### config.mk
export PLATFORM = sky130hd
export DESIGN_NAME = seqctl_top
export DESIGN_NICKNAME = d
export VERILOG_FILES = /design/src/rtl/seqctl_pkg.sv /design/src/rtl/seqctl_counter.sv /design/src/rtl/seqctl_steer.sv /design/src/rtl/seqctl_top.sv
export SDC_FILE = /design/constraint.sdc
export NUM_CORES = 1
export LEC_CHECK = 0
export CAP_MARGIN = 20
export CORE_AREA = 2 2 39 41
export CTS_CLUSTER_SIZE = 8
export DETAILED_ROUTE_END_ITERATION = 16
export DIE_AREA = 0 0 41 43
export DONT_BUFFER_PORTS = 1
export HOLD_SLACK_MARGIN = 0.15
export PLACE_DENSITY = 0.3
export SKIP_LAST_GASP = 1
export SLEW_MARGIN = 20
export SYNTH_ARGS = -nofsm -noshare
export SYNTH_HDL_FRONTEND = slang
export SYNTH_SLANG_ARGS = --single-unit
### constraint.sdc
create_clock -name clk -period 2 [get_ports clk]
set_input_delay 0.3 -clock clk [delete_from_list [all_inputs] [get_ports clk]]
set_output_delay 0.3 -clock clk [all_outputs]
set_load 0.03 [all_outputs]
### src/rtl/seqctl_pkg.sv
package seqctl_pkg;
  localparam int CNT_W   = 4;
  localparam int STATE_W = 3;
  typedef logic [STATE_W-1:0] state_t;
  localparam state_t ST_ZERO = '0;
endpackage

### src/rtl/seqctl_counter.sv
// Synchronous binary counter, priority clear > load > count > hold.
// Stages whose bit in LIVE_MASK is 0 are held at 0 permanently.
module seqctl_counter #(
  parameter int               WIDTH     = 4,
  parameter logic [WIDTH-1:0] LIVE_MASK = 4'b0111
) (
  input  logic             clk,
  input  logic             clr_n,
  input  logic             ld_n,
  input  logic             en_p,
  input  logic             en_t,
  input  logic [WIDTH-1:0] d,
  output logic [WIDTH-1:0] q
);
  logic [WIDTH:0] carry;
  assign carry[0] = en_p & en_t;

  for (genvar i = 0; i < WIDTH; i++) begin : g_stage
    assign carry[i+1] = carry[i] & q[i];
    if (LIVE_MASK[i]) begin : g_live
      logic nxt;
      always_comb begin
        if (!clr_n)        nxt = 1'b0;
        else if (!ld_n)    nxt = d[i];
        else if (carry[i]) nxt = ~q[i];
        else               nxt = q[i];
      end
      always_ff @(posedge clk) q[i] <= nxt;
    end else begin : g_dead
      assign q[i] = 1'b0;
    end
  end
endmodule

### src/rtl/seqctl_steer.sv
// Combinational steering from state (C,B,A) and x to counter controls.
module seqctl_steer
  import seqctl_pkg::*;
(
  input  state_t x_state,
  input  logic   x,
  output logic   clr_n,
  output logic   ld_n,
  output logic   cnt_en,
  output state_t ld_val
);
  logic sa, sb, sc;
  assign sa = x_state[0];
  assign sb = x_state[1];
  assign sc = x_state[2];

  assign clr_n  = sa | ~sb | (x & ~sc);
  assign ld_n   = sa | x | (~sb & ~sc);
  assign cnt_en = x | ~sc;
  assign ld_val = {sb, 1'b1, sc};
endmodule

### src/rtl/seqctl_top.sv
module seqctl_top
  import seqctl_pkg::*;
(
  input  logic       clk,
  input  logic       rst,
  input  logic       x_in,
  output logic [2:0] state_o
);
  localparam logic [CNT_W-1:0] LIVE = CNT_W'((1 << STATE_W) - 1);

  state_t           cur;
  logic             st_clr_n, st_ld_n, st_cnt;
  state_t           st_ld_val;
  logic [CNT_W-1:0] cnt_q, cnt_d;
  logic             clr_eff_n;

  assign cur = cnt_q[STATE_W-1:0];

  seqctl_steer u_steer (
    .x_state (cur),
    .x       (x_in),
    .clr_n   (st_clr_n),
    .ld_n    (st_ld_n),
    .cnt_en  (st_cnt),
    .ld_val  (st_ld_val)
  );

  // Unused upper stages receive load data 0.
  assign cnt_d     = {{(CNT_W-STATE_W){1'b0}}, st_ld_val};
  assign clr_eff_n = st_clr_n & ~rst;

  seqctl_counter #(.WIDTH(CNT_W), .LIVE_MASK(LIVE)) u_cnt (
    .clk   (clk),
    .clr_n (clr_eff_n),
    .ld_n  (st_ld_n),
    .en_p  (st_cnt),
    .en_t  (st_cnt),
    .d     (cnt_d),
    .q     (cnt_q)
  );

  assign state_o = cur;

  a_r1_reset_zero: assert property (@(posedge clk) rst |=> state_o == ST_ZERO);
  a_r2_advance: assert property (@(posedge clk) disable iff (rst)
    (state_o == 3'd0 || state_o == 3'd1 || state_o == 3'd3)
      |=> state_o == $past(state_o) + 3'd1);
  a_r3_split: assert property (@(posedge clk) disable iff (rst)
    (state_o == 3'd2) |=> state_o == ($past(x_in) ? 3'd3 : 3'd0));
  a_r4_load: assert property (@(posedge clk) disable iff (rst)
    (state_o == 3'd4) |=> state_o == ($past(x_in) ? 3'd5 : 3'd3));
  a_r5_hold: assert property (@(posedge clk) disable iff (rst)
    (state_o == 3'd5) |=> state_o == ($past(x_in) ? 3'd6 : 3'd5));
  a_r6_wrap: assert property (@(posedge clk) disable iff (rst)
    (state_o == 3'd6) |=> state_o == 3'd0);
  a_r7_no_seven: assert property (@(posedge clk) disable iff (rst)
    1'b1 |=> (state_o != 3'd7 && cnt_q[CNT_W-1] == 1'b0));
  a_r8_clear_wins: assert property (@(posedge clk) disable iff (rst)
    (!st_clr_n && !st_ld_n) |=> state_o == ST_ZERO);
endmodule

==> results_dict.tcl <==
set metrics [dict create \
    worst-r2r-cell-count 3 \
    min_path_type "primary input to flop" \
    fin_setup_tns_ns 0 \
    critical_path.slowest_cell "dfxtp_1" \
    num_vias 150 \
    drt_pass1_iterations 2 \
    clock_power_share_pct 50.9 \
    reg2reg_slack_ns 0.80 \
    grt_overflow 0 \
    grt_pass1_vias 162 \
    clk_path_buf_depth 2 \
    grt_start_max_net_pins 8 \
    ir_drop_mv 0.150 \
    synth_cells 19 \
    row_count 14 \
    final_layout_size_suffix_gt1_share_pct 12.5 \
    dp_slack_ns 0.800 \
    critPathLaunch "u_cnt.q[2]$_SDFFE_PN0P_" \
    max_freq_ghz 0.834 \
    num_antenna_cells 0 \
    synthesis.area_um2 154 \
    synth_nets 22 \
    via_per_inst 3.75 \
    ctsResizeCount 0 \
    p_sw_share_pct 27.8 \
    grt_first_pass_wirelength_um 600 \
    clk_latency_ns 0.23 \
    grt_use_total_pct 6.14 \
    combPwrFrac_pct 9.4 \
    clkTransAtPathRegs_ns 0.04 \
    core_um2 1380 \
    worstPathArrival_ns 1.34 \
    hold_start "x_in" \
    drv_slew 0 \
    finClkSkew_ns 0.000872 \
    synth_warnings 0 \
    syn_to_final_growth_pct 36.6 \
    place_hpwl_um 250 \
    drt_iter0_drc 3 \
    antenna_left 0 \
    reg_top3 "u_cnt.q: 3 flops" \
    powerDensity_nw_per_um2 992 \
    cts_buffers 3 \
    crit_path_max_fanout 7 \
    largest_register "u_cnt.q" \
    numClockSinks 3 \
    chipWidth_um 41 \
    switching_power_uw 57.9 \
    cts_tree "yes" \
    post-cts-setup-buffers 0 \
    drcViolationCount 0 \
    h-tree-depth 1 \
    p_int_uw 151 \
    worstMarginPinSlew_ns 0.494 \
    dpl.cell_count 35 \
    start_util_pct 11.1 \
    r2r-start "u_cnt.q[2]$_SDFFE_PN0P_" \
    die-area_um2 1760 \
    fin_cells 40 \
    cp-end-kind "flop" \
    antenna_found_initial 0 \
    slew_headroom_pct 67.0 \
    fillers 161 \
    fin_crit_ns 1.20 \
    startpoint_type "flop" \
    nets 28 \
    crit_path_max_incr_delay_ns 0.59 \
    gp_congestion 0.516 \
    largest_reg_flops 3 \
    path_cells "nor2b_1 -> nor2_1 -> a311oi_1" \
    worst-setup-path-type "flop to flop" \
    crit_end "u_cnt.q[0]$_SDFFE_PN0P_" \
    io_pins 6 \
    setup_slack_ns 0.801 \
    wirelength_um 364 \
    synth_seq_cells 3 \
    yosysSeqAreaShare_pct 39.0 \
    hold_viol 0 \
    maxCapViolations 0 \
    outcome "completed" \
    numPortBuffers 0 \
    r2r_end "u_cnt.q[0]$_SDFFE_PN0P_" \
    period_share_pct 60.0 \
    wl_per_cell_um 9.10 \
    seqPwrFrac_pct 39.7 \
    cp_top_family "flip-flops" \
    p_leak_uw 0.0000709 \
    fp.dieH_um 43 \
    rsz0062_at_grt "false" \
    worst-path-buf-inv 0 \
    crit_required_ns 2.14 \
    setup_viol 0 \
    synth_cell_types 11 \
    cts.root.buffer_cell "clkbuf_4" \
    cp.depth 3 \
    holdBufCountCts 1 \
    synth_area_per_cell_um2 8.10 \
]
-- metal layers --
metal	GRT usage (%)	part of all wire, %
met4	10.0	6.0
met2	5.63	38
met3	4.71	15
met5	0	0
met1	6.15	41
-- synthesized netlist by cell type, drive strengths merged --
library cell  instances  share of area (%)
dfxtp                 3                 39
nand3b                1                4.9
nor2                  3                7.3
o21ai                 2                6.5
nand2b                1                4.1
a21oi                 2                6.5
inv                   1                2.4
a32oi                 1                5.7
a311oi                1                5.7
nor2b                 3                 12
xnor2                 1                5.7
-- metrics by stage --
stage | instance area, um^2 | utilization (%) | total power (uW) | hold slack (ns)
finish | 210 | 15.2 | 209 | 0.259
global route | 210 | 15.2 | 227 | 0.263
CTS | 210 | 15.2 | 216 | 0.253
detailed placement | 174 | 12.6 | 101 | 0.375
global placement | 174 | 12.6 | 100 | 0.373
floorplan | 154 | - | 96.9 | 0.369
-- cells by family (layout without fill, tap and decap cells) --
logic type,count (synthesis),after routing,share of synthesized area (%)
buffers and inverters,1,6,2.44
flip-flops,3,3,39.0
AO/OA/AOI/OAI,6,6,24.4
XOR/XNOR,1,1,5.69
AND/OR/NAND/NOR,8,8,28.5
-- placed cells by master (no fill, tap or decap), drive strengths merged, types with 2 or more instances in the layout --
| cell | count |
|---|---|
| clkbuf | 4 |
| nor2b | 3 |
| nor2 | 3 |
| dfxtp | 3 |
| o21ai | 2 |
| a21oi | 2 |
-- worst min-delay path by stage --
stage / endpoint / slack (ns) / cells after the start
detailed placement: u_cnt.q[1]$_SDFFE_PN0P_ / 0.38 / 1
finish: u_cnt.q[0]$_SDFFE_PN0P_ / 0.26 / 2
global route: u_cnt.q[0]$_SDFFE_PN0P_ / 0.26 / 2
floorplan: u_cnt.q[1]$_SDFFE_PN0P_ / 0.37 / 1
CTS: u_cnt.q[0]$_SDFFE_PN0P_ / 0.25 / 2
global placement: u_cnt.q[0]$_SDFFE_PN0P_ / 0.37 / 1
-- power groups by stage --
stage	Sequential [uW]	Combinational, uW	Clock (uW)
4_1_cts	83.1	19.8	113
6_report	82.8	19.5	106
5_1_grt	84.1	22.5	121
3_3_place_gp	83.8	16.7	0
3_5_place_dp	84.0	17.3	0
2_1_floorplan	81.7	15.2	0
-- worst reg2reg max path, cell delays in order (launching register included) --
cell and delay [ns]:
dfxtp_1 0.59, nor2b_1 0.23, nor2_1 0.06, a311oi_1 0.24
-- final cells by class --
| cell class | count | area, um^2 | share of cell area (%) |
|---|---|---|---|
| clock buffers | 4 | 26.3 | 12.5 |
| inverters | 1 | 3.75 | 1.79 |
| multi-input cells | 15 | 90.1 | 42.9 |
| flip-flops and latches | 3 | 60.1 | 28.6 |
| well taps | 16 | 20.0 | 9.52 |
| repair buffers | 1 | 10.0 | 4.76 |
Power figures use the tool's default switching activity.
